## config.mk

```make
export PLATFORM = sky130hd
export DESIGN_NAME = jitter_smoother
export DESIGN_NICKNAME = d
export VERILOG_FILES = /design/src/rtl/jsm_pkg.sv /design/src/rtl/jsm_bitstore.sv /design/src/rtl/jsm_rate_div.sv /design/src/rtl/jitter_smoother.sv
export SDC_FILE = /design/constraint.sdc
export NUM_CORES = 1
export LEC_CHECK = 0
export BUFFER_PORTS_ARGS = -buffer_cell sky130_fd_sc_hd__buf_4
export CAP_MARGIN = 10
export CELL_PAD_IN_SITES_DETAIL_PLACEMENT = 1
export CELL_PAD_IN_SITES_GLOBAL_PLACEMENT = 2
export CORE_AREA = 2 2 140 142
export CTS_CLUSTER_DIAMETER = 60
export DETAILED_ROUTE_END_ITERATION = 8
export DIE_AREA = 0 0 142 144
export PLACE_DENSITY = 0.89
export SLEW_MARGIN = 20
export SYNTH_ARGS = -nofsm -noshare
export SYNTH_HDL_FRONTEND = slang
export SYNTH_SLANG_ARGS = --single-unit
```

## constraint.sdc

```tcl
create_clock -name clk -period 4.2 [get_ports clk]
set_clock_uncertainty 0.15 [all_clocks]
set_input_delay 0.84 -clock clk [delete_from_list [all_inputs] [get_ports clk]]
set_output_delay 0.84 -clock clk [all_outputs]
set_load 0.02 [all_outputs]
```

## src/rtl/jsm_pkg.sv

```systemverilog
package jsm_pkg;

    // One input beat: strobe plus the bit it carries
    typedef struct packed {
        logic stb;
        logic dat;
    } bit_beat_t;

    // Length chosen for the next output period
    typedef enum logic [1:0] {
        STEER_NOM  = 2'd0,
        STEER_FAST = 2'd1,
        STEER_SLOW = 2'd2
    } steer_e;

    // Pick the next divider period from the fill level
    function automatic steer_e pick_steer(input logic [15:0] fill,
                                          input logic [15:0] half,
                                          input logic [15:0] thr);
        if (fill > half + thr)      return STEER_FAST;
        else if (fill < half - thr) return STEER_SLOW;
        else                        return STEER_NOM;
    endfunction

endpackage

```

## src/rtl/jsm_bitstore.sv

```systemverilog
module jsm_bitstore
    import jsm_pkg::*;
#(
    parameter int   DEPTH_SMALL = 32,
    parameter int   DEPTH_LARGE = 128,
    parameter logic FILL_BIT    = 1'b1,
    localparam int  PTR_W       = $clog2(DEPTH_LARGE),
    localparam int  CNT_W       = $clog2(DEPTH_LARGE + 1)
) (
    input  logic             clk,
    input  logic             reinit,
    input  logic             deep,
    input  bit_beat_t        wr,
    input  logic             rd_en,
    output logic             rd_bit,
    output logic [CNT_W-1:0] fill
);
    logic [DEPTH_LARGE-1:0] mem;
    logic [PTR_W-1:0]       wr_ptr, rd_ptr, ptr_mask;
    logic [CNT_W-1:0]       depth_now, half_now;
    logic                   do_rd, do_wr;

    assign depth_now = deep ? CNT_W'(DEPTH_LARGE)   : CNT_W'(DEPTH_SMALL);
    assign ptr_mask  = deep ? PTR_W'(DEPTH_LARGE-1) : PTR_W'(DEPTH_SMALL-1);
    assign half_now  = depth_now >> 1;
    assign do_rd     = rd_en && (fill != '0);
    assign do_wr     = wr.stb && ((fill != depth_now) || do_rd);
    assign rd_bit    = (fill != '0) ? mem[rd_ptr] : FILL_BIT;

    always_ff @(posedge clk) begin
        if (reinit) begin
            mem    <= {DEPTH_LARGE{FILL_BIT}};
            rd_ptr <= '0;
            wr_ptr <= PTR_W'(half_now);
            fill   <= half_now;
        end else begin
            if (do_wr) begin
                mem[wr_ptr] <= wr.dat;
                wr_ptr      <= (wr_ptr + 1'b1) & ptr_mask;
            end
            if (do_rd)
                rd_ptr <= (rd_ptr + 1'b1) & ptr_mask;
            fill <= fill + CNT_W'(do_wr) - CNT_W'(do_rd);
        end
    end

    // the fill never passes the selected depth
    assert_fill_bound_R12: assert property (@(posedge clk) disable iff (reinit)
        fill <= depth_now);

    // a write into a full store without a read leaves the fill unchanged
    assert_full_drop_R12: assert property (@(posedge clk) disable iff (reinit)
        (wr.stb && !rd_en && fill == depth_now) |=> (fill == $past(fill) || reinit));

endmodule

```

## src/rtl/jsm_rate_div.sv

```systemverilog
module jsm_rate_div
    import jsm_pkg::*;
#(
    parameter int  DEPTH_SMALL = 32,
    parameter int  DEPTH_LARGE = 128,
    parameter int  THR_SMALL   = 14,
    parameter int  THR_LARGE   = 60,
    parameter int  DIV_NOM     = 16,
    localparam int CNT_W       = $clog2(DEPTH_LARGE + 1),
    localparam int DIV_W       = $clog2(DIV_NOM + 2)
) (
    input  logic             clk,
    input  logic             rst,
    input  logic             reinit,
    input  logic             deep,
    input  logic [CNT_W-1:0] fill,
    input  logic             trip_clr,
    output logic             rd_stb,
    output logic             trip
);
    logic [DIV_W-1:0] cnt;
    logic [15:0]      half_w, thr_w;
    steer_e           steer;
    logic             trip_set;

    assign half_w   = deep ? 16'(DEPTH_LARGE / 2) : 16'(DEPTH_SMALL / 2);
    assign thr_w    = deep ? 16'(THR_LARGE) : 16'(THR_SMALL);
    assign steer    = pick_steer(16'(fill), half_w, thr_w);
    assign rd_stb   = (cnt == '0) && !reinit;
    assign trip_set = rd_stb && (steer != STEER_NOM);

    always_ff @(posedge clk) begin
        if (reinit) begin
            cnt <= DIV_W'(DIV_NOM - 1);
        end else if (cnt == '0) begin
            unique case (steer)
                STEER_FAST: cnt <= DIV_W'(DIV_NOM - 2);
                STEER_SLOW: cnt <= DIV_W'(DIV_NOM);
                default:    cnt <= DIV_W'(DIV_NOM - 1);
            endcase
        end else begin
            cnt <= cnt - 1'b1;
        end
    end

    always_ff @(posedge clk) begin
        if (rst)           trip <= 1'b0;
        else if (trip_set) trip <= 1'b1;
        else if (trip_clr) trip <= 1'b0;
    end

    // a read decision above the upper limit raises the flag
    assert_fast_trip_R4: assert property (@(posedge clk) disable iff (rst)
        (rd_stb && 16'(fill) > half_w + thr_w) |=> trip);

    // a read decision below the lower limit raises the flag
    assert_slow_trip_R5: assert property (@(posedge clk) disable iff (rst)
        (rd_stb && 16'(fill) < half_w - thr_w) |=> trip);

    // a clear with no read decision in that cycle drops the flag
    assert_trip_clear_R9: assert property (@(posedge clk) disable iff (rst)
        (trip_clr && !rd_stb) |=> !trip);

endmodule

```

## src/rtl/jitter_smoother.sv

```systemverilog
module jitter_smoother
    import jsm_pkg::*;
#(
    parameter int   DEPTH_SMALL = 32,
    parameter int   DEPTH_LARGE = 128,
    parameter int   THR_SMALL   = 14,
    parameter int   THR_LARGE   = 60,
    parameter int   DIV_NOM     = 16,
    parameter logic FILL_BIT    = 1'b1
) (
    input  logic clk,
    input  logic rst,
    input  logic rxr_stb,
    input  logic rxr_dat,
    input  logic txs_stb,
    input  logic txs_dat,
    input  logic cfg_deep,
    input  logic cfg_txpath,
    input  logic cfg_bypass,
    input  logic trip_clr,
    output logic sm_stb,
    output logic sm_dat,
    output logic limit_trip
);
    localparam int CNT_W = $clog2(DEPTH_LARGE + 1);

    bit_beat_t        sel, store_wr;
    logic             deep_q, reinit, rd_stb, rd_bit;
    logic [CNT_W-1:0] fill;

    assign sel      = cfg_txpath ? '{stb: txs_stb, dat: txs_dat}
                                 : '{stb: rxr_stb, dat: rxr_dat};
    assign store_wr = '{stb: sel.stb && !cfg_bypass, dat: sel.dat};
    assign reinit   = rst || (cfg_deep != deep_q);

    always_ff @(posedge clk) begin
        if (rst) deep_q <= cfg_deep;
        else     deep_q <= cfg_deep;
    end

    jsm_bitstore #(
        .DEPTH_SMALL (DEPTH_SMALL),
        .DEPTH_LARGE (DEPTH_LARGE),
        .FILL_BIT    (FILL_BIT)
    ) u_store (
        .clk    (clk),
        .reinit (reinit),
        .deep   (cfg_deep),
        .wr     (store_wr),
        .rd_en  (rd_stb),
        .rd_bit (rd_bit),
        .fill   (fill)
    );

    jsm_rate_div #(
        .DEPTH_SMALL (DEPTH_SMALL),
        .DEPTH_LARGE (DEPTH_LARGE),
        .THR_SMALL   (THR_SMALL),
        .THR_LARGE   (THR_LARGE),
        .DIV_NOM     (DIV_NOM)
    ) u_div (
        .clk      (clk),
        .rst      (rst),
        .reinit   (reinit),
        .deep     (cfg_deep),
        .fill     (fill),
        .trip_clr (trip_clr),
        .rd_stb   (rd_stb),
        .trip     (limit_trip)
    );

    always_ff @(posedge clk) begin
        if (rst) begin
            sm_stb <= 1'b0;
            sm_dat <= FILL_BIT;
        end else if (cfg_bypass) begin
            sm_stb <= sel.stb;
            if (sel.stb) sm_dat <= sel.dat;
        end else begin
            sm_stb <= rd_stb;
            if (rd_stb) sm_dat <= rd_bit;
        end
    end

    // the output bit holds between strobes
    assert_dat_hold_R10: assert property (@(posedge clk) disable iff (rst)
        !sm_stb |-> $stable(sm_dat));

    // in bypass a selected strobe reappears one cycle later with its bit
    assert_bypass_pass_R8: assert property (@(posedge clk) disable iff (rst)
        (cfg_bypass && sel.stb) |=> (sm_stb && sm_dat == $past(sel.dat)));

endmodule

```

==> results of run 1 <==
## layout by cell type (no fill, tap or decap), types with 7 or more instances in the layout
master / count
xor2_1: 9
nand2_1: 16
o311ai_0: 93
mux4_2: 24
nand4_1: 10
o21ai_0: 137
nand4_4: 11
buf_4: 26
clkbuf_16: 17
a21oi_1: 19
ha_1: 21
and2_1: 8
edfxtp_1: 7
o311ai_1: 35
nor2b_1: 9
inv_1: 15
nor2_1: 28
dfxtp_1: 150
xnor2_1: 10
mux2i_1: 21
## worst max path at each step
stage / end / slack [ns] / depth (start not counted)
2_1_floorplan: u_store.fill[6] / 0.54 / 15
3_3_place_gp: u_store.fill[6] / 0.48 / 15
3_5_place_dp: u_store.fill[6] / 0.34 / 15
4_1_cts: u_store.fill[6] / 0.41 / 17
5_1_grt: u_store.fill[6] / 0.12 / 17
6_report: u_store.fill[6] / 0.41 / 17
## flip-flops by register name, indices dropped and copies added (netlist names)
signal / cells
deep_q: 1
sm_dat: 1
sm_stb: 1
u_div.cnt: 5
u_div.trip: 1
u_store.fill: 8
u_store.mem: 128
u_store.rd_ptr: 7
u_store.wr_ptr: 7
## routing by layer
layer	vias to the layer above	track usage [%]
li1	2986	-
met1	3275	28.32
met2	115	41.14
met3	35	3.377
met4	2	8.053
met5	-	2.005
## cells by family (layout without fill, tap and decap cells)
| kind of cell | Yosys count | in the layout | synth area share, % |
|---|---|---|---|
| fa+ha+maj | 22 | 22 | 3.598 |
| xor+xnor | 20 | 20 | 2.324 |
| buf+inv | 103 | 75 | 6.113 |
| simple gates | 111 | 111 | 9.726 |
| other cells | 0 | 1 | 0 |
| mux | 46 | 46 | 9.678 |
| compound gates | 315 | 315 | 27.17 |
| flops | 159 | 159 | 41.39 |
## area by class of cell
| cell class | count | area [um2] |
|---|---|---|
| fillers | 2051 | 10510 |
| multi-input cells | 514 | 4146 |
| flip-flops and latches | 159 | 3256 |
| clock buffers | 20 | 456.7 |
| well taps | 238 | 297.8 |
| repair buffers | 27 | 215.2 |
| clock inverters | 12 | 131.4 |
| inverters | 16 | 60.06 |
| diodes | 1 | 2.502 |
## stage by stage
step | cell area (um2) | util, % | total power, mW | setup WS, ns
after floorplan | 7860 | - | 1.849 | 0.5405
after global placement | 7975 | 41.80 | 1.944 | 0.4792
after detailed placement | 7975 | 41.80 | 1.965 | 0.3448
after CTS | 8563 | 44.88 | 3.515 | 0.4110
after global routing | 8563 | 44.88 | 3.617 | 0.1161
final | 8566 | 44.89 | 3.490 | 0.4085
## critical path: cells and delay by family (launching register included)
kind,cells,cell delay (ns)
compound gates,4,0.62
xor+xnor,1,0.08
fa+ha+maj,4,1.12
buf+inv,3,0.31
flops,1,0.35
simple gates,5,1.07
## power by group through the flow
| stage | Combinational [mW] | Sequential [mW] | Clock [mW] |
|---|---|---|---|
| finish | 0.366 | 1.57 | 1.55 |
| global placement | 0.345 | 1.60 | 0 |
| global route | 0.402 | 1.57 | 1.64 |
| detailed placement | 0.363 | 1.60 | 0 |
| CTS | 0.366 | 1.57 | 1.58 |
| floorplan | 0.258 | 1.59 | 0 |
==> impl_metrics.csv, run 1 <==
group,metric,value,unit
power_and_ir_drop,swShare,27.02,%
timing,hold_slack,0.3583,ns
power_and_ir_drop,power_frac_comb,10.5,%
power_and_ir_drop,clkPwrFrac,44.5,%
timing,worst_pin_slew,0.8916,ns
yosys,async_reset_ff_share,0,%
detailed_routing,met1Wirelength,9.779,mm
global_routing,antenna_found_initial,0,
global_routing,grt_pass1_vias,6988,
timing,setup_viol,0,
global_routing,grt.total_usage,23.06,%
yosys,synth_cell_types,55,
yosys,ys_seq_area_share,41.39,%
critical_path,critPathKind,"reg -> reg",
detailed_routing,firstDrtPassIters,4,
finish,synthToLayoutAreaGrowth,8.978,%
global_routing,grt-ovfl-total,0,
power_and_ir_drop,vdd_ir_drop_max,0.2917,mV
detailed_routing,met2WireLength,11.31,mm
placed_design,dpl.cell_count,954,
critical_path,r2r_setup_slack,0.41,ns
critical_path,worstPathMaxFanout,7,
timing,finalSetupTns,0,ns
yosys,synth-seq-cells,159,
floorplan,row_count,51,
detailed_routing,drc,0,
yosys,synth_area_leader_cell,"dfxtp_1",
critical_path,r2r_start,"u_store.fill[3]",
timing,max_freq,263.8,MHz
power_and_ir_drop,p_int,2.547,mW
critical_path,cp.required,4.37,ns
critical_path,cp_slowest_cell,"nor3b_1",
yosys,syn_avg_cell_area,10.13,um2
finish,drive_gt1_share,13.77,%
yosys,synth_edf_count,7,
placed_design,place.detailed.hpwl,13.50,mm
timing,period_needed,3.791,ns
yosys,synth_ff_type,"dfxtp_1",
clocking,cts-root-buf,"clkbuf_16",
floorplan,ios,13,
timing,slew_violations,0,
floorplan,die_x,142,um
global_routing,grt_max_degree,129,
detailed_routing,drt-wirelength-per-cell,22.52,um
floorplan,start_util,41.20,%
detailed_routing,drtIter0Drc,406,
detailed_routing,wirelength,22.23,mm
detailed_routing,ant_nets,0,
critical_path,crit_path_frequent_cell,"ha_1",
placed_design,gp_congestion,0.8203,
critical_path,reg2reg_to,"u_store.fill[6]",
yosys,yosysMostFrequentCell,"dfxtp_1",
hold_path,holdPathEnd,"u_div.trip",
clocking,path_clk_slew,0.06,ns
power_and_ir_drop,seqPwrFrac,45.0,%
detailed_routing,post_drt_via_cell_ratio,6.497,
floorplan,die_y,144,um
clocking,cts_setup_buffers,0,
job,drv_cap,0,
global_routing,grt_pass1_wl,36.83,mm
critical_path,start_kind,"register",
clocking,cts-buffers-inserted,17,
hold_path,hold_class,"reg -> reg",
finish,finalNonFillerCells,987,
clocking,worstSkewPairLatency,0.42,ns
clocking,cts_buffer_depth,2,
clocking,cts_tree,"done",
critical_path,arrival,3.96,ns
timing,fin_crit_sh,90.27,%
critical_path,r2r_cells,17,
finish,nets,767,
hold_path,hold_depth,2,
power_and_ir_drop,power_switching,0.9431,mW
detailed_routing,top_layer,"met5",
timing,relSlewSlack,40.44,%
floorplan,dieArea,20450,um2
hold_path,hp-start,"u_div.trip",
clocking,cts_sinks,159,
floorplan,core_area,19080,um2
detailed_routing,vias,6413,
clocking,cts_resized,0,
critical_path,cp-end-kind,"register",
clocking,htreeDepth,4,
critical_path,path_cells,"inv_1, ha_1, nor3b_1, and3_1, or3_4, clkinv_1, ha_1, inv_1, ha_1, fa_1, a21oi_1, o21bai_1, a21oi_1, nor2_1, nor2_1, xnor2_1, a21o_1",
yosys,synth_top_area_share,38.71,%
detailed_routing,dr_wl_met3,661,um
power_and_ir_drop,cellPowerDensity,407.4,nW/um2
critical_path,startpoint,"u_store.fill[3]",
timing,finalHoldViolations,0,
power_and_ir_drop,leakage,2.666,nW
yosys,synth_area,7860,um2
clocking,hold_buffers,0,
placed_design,port_buffers,12,
status,status,"completed",
yosys,synthCells,776,
critical_path,critical-path-max-stage-delay,0.42,ns
yosys,synth_commonest_cells,"dfxtp_1 (152), o21ai_0 (137), o311ai_0 (93), clkbuf_1 (56), o311ai_1 (35)",
yosys,synth_nets,808,
yosys,yosysWarnings,0,
yosys,synth_area_leaders,"dfxtp_1 (39%), o311ai_0 (10%), o21ai_0 (8.7%)",
timing,rsz0062_at_grt,"no",
Power figures use the tool's default switching activity.
==> inputs of run 2 (changes only) <==
==> constraint.sdc (replaced) <==
create_clock -name clk -period 3.9 [get_ports clk]
set_clock_uncertainty 0.15 [all_clocks]
set_input_delay 0.78 -clock clk [delete_from_list [all_inputs] [get_ports clk]]
set_output_delay 0.78 -clock clk [all_outputs]
set_load 0.02 [all_outputs]
==> run 2 against run 1 <==
Against the previous run:
- combinational power rose by 6.6%
- flip-flop and latch count did not move
- utilization rose by 0.085 points
- non-clock buffer count rose by 2
- hold slack got worse by 0.0021 ns
- critical endpoint unchanged
==> impl_metrics.csv, run 2 (synthesis gave the netlist of run 1 again) <==
group,metric,value,unit
finish,finalNonFillerCells,988,
timing,max_freq,285.4,MHz
finish,drive_gt1_share,14.53,%
floorplan,dieArea,20450,um2
global_routing,grt_max_degree,129,
floorplan,die_y,144,um
critical_path,worstPathMaxFanout,7,
clocking,cts_tree,"done",
timing,finalSetupTns,0,ns
job,drv_cap,0,
critical_path,r2r_setup_slack,0.40,ns
finish,layout_commonest_cell,"dfxtp_1",
clocking,cts_sinks,159,
power_and_ir_drop,vdd_ir_drop_max,0.3167,mV
timing,relSlewSlack,45.50,%
critical_path,startpoint,"u_store.fill[3]",
detailed_routing,vias,6444,
critical_path,cp.required,4.08,ns
floorplan,row_count,51,
power_and_ir_drop,leakage,2.680,nW
finish,largest_register_ffs,128,
critical_path,endpoint,"u_store.fill[6]",
power_and_ir_drop,cellPowerDensity,435.1,nW/um2
floorplan,core_area,19080,um2
detailed_routing,drc,0,
placed_design,dpl.cell_count,956,
timing,finalHoldViolations,0,
timing,period_needed,3.504,ns
detailed_routing,firstDrtPassIters,4,
finish,largestRegisters,"u_store.mem: 128 flops, u_store.fill: 8 flops",
critical_path,reg2reg_to,"u_store.fill[6]",
timing,setup_viol,0,
hold_path,hp-start,"u_div.cnt[0]",
clocking,cts-buffers-inserted,17,
global_routing,grt_pass1_wl,35.68,mm
clocking,cts-root-buf,"clkbuf_16",
detailed_routing,post_drt_via_cell_ratio,6.522,
timing,worst_pin_slew,0.8159,ns
finish,largest-register,"u_store.mem",
critical_path,start_kind,"register",
finish,antenna_cells,0,
placed_design,gp_congestion,0.8407,
global_routing,grt.total_usage,22.48,%
clocking,worstSkewPairLatency,0.43,ns
timing,rsz0062_at_grt,"no",
critical_path,r2r_start,"u_store.fill[3]",
floorplan,die_x,142,um
floorplan,start_util,41.20,%
critical_path,cp-end-kind,"register",
finish,layout_common_cells,"dfxtp_1 (150), o21ai_0 (137), o311ai_0 (93)",
detailed_routing,drt-wirelength-per-cell,22.46,um
clocking,htreeDepth,4,
status,status,"completed",
critical_path,r2r_cells,17,
global_routing,antenna_found_initial,0,
timing,fin_crit_sh,89.85,%
timing,slew_violations,0,
detailed_routing,wirelength,22.19,mm
placed_design,place.detailed.hpwl,13.91,mm
detailed_routing,ant_nets,0,
placed_design,port_buffers,12,
clocking,cts_setup_buffers,0,
finish,nets,769,
clocking,path_clk_slew,0.07,ns
detailed_routing,drtIter0Drc,459,
critical_path,critPathKind,"reg -> reg",
hold_path,hold_class,"reg -> reg",
global_routing,grt-ovfl-total,0,
finish,synthToLayoutAreaGrowth,9.185,%
power_and_ir_drop,power,3.734,mW
floorplan,ios,13,
hold_path,hold_depth,1,
clocking,cts_buffer_depth,2,
global_routing,grt_pass1_vias,6637,
critical_path,arrival,3.68,ns
[run 2: cell types whose count changed in the layout (fill, tap and decap cells not counted), sizes merged]
| cell | change |
|---|---|
| buf | +2 |
| inv | +2 |
| bufinv | -1 |
| clkbuf | -1 |
| diode | -1 |
| clkinv | +1 |
| clkinvlp | -1 |
[run 2: cell type report]
class | instances | area (um2)
fill | 2051 | 10500
multi-input combinational | 514 | 4155
sequential | 159 | 3256
clock buffer | 19 | 452.9
tap | 238 | 297.8
timing repair buffer | 29 | 230.2
clock inverter | 13 | 130.1
inverter | 16 | 60.06
[run 2: report_power, final]
part | total (mW) | internal (mW) | switching, mW
registers | 1.69 | 1.66 | 0.0293
logic | 0.390 | 0.101 | 0.288
clock network | 1.66 | 0.926 | 0.729
total | 3.73 | 2.69 | 1.05
[run 2: stage by stage]
stage	worst slack, ns	util (%)	cell area, um2	hold WS [ns]
floorplan	0.3005	-	7860	0.3104
global placement	0.3226	41.88	7990	0.3259
detailed placement	0.2399	41.88	7990	0.3458
CTS	0.2490	44.93	8573	0.3473
global route	0.09015	44.98	8582	0.3595
finish	0.3959	44.98	8582	0.3562
[run 2: worst min-delay path by stage]
stage / endpoint
floorplan: u_store.mem[107]
detailed placement: u_div.cnt[3]
global placement: u_div.cnt[3]
global route: deep_q
CTS: deep_q
finish: u_div.cnt[0]
[run 2: per-layer routing]
metal / wire (um) / global-route usage [%] / vias up
met5: 0 / 0 / -
met4: 417 / 8.158 / 0
met3: 708 / 3.278 / 35
met2: 11360 / 40.58 / 118
met1: 9709 / 27.27 / 3301
li1: - / - / 2990
[run 2: critical path: stages, from the launching register on]
cell and delay (ns):
dfxtp_1 0.35, inv_1 0.10, ha_1 0.15, nor3b_2 0.25
and3_1 0.23, or3_4 0.15, clkinv_1 0.17, ha_1 0.33
inv_1 0.04, ha_1 0.21, fa_1 0.40, a21oi_1 0.16
o21bai_1 0.11, a21oi_1 0.17, nor2_1 0.06, nor2_1 0.12
xnor2_1 0.08, a21o_1 0.17
[run 2: repair_timing]
item	CTS	global route
endpoints found under the setup margin	0	1
gates resized for setup	0	1
hold buffers	0	0
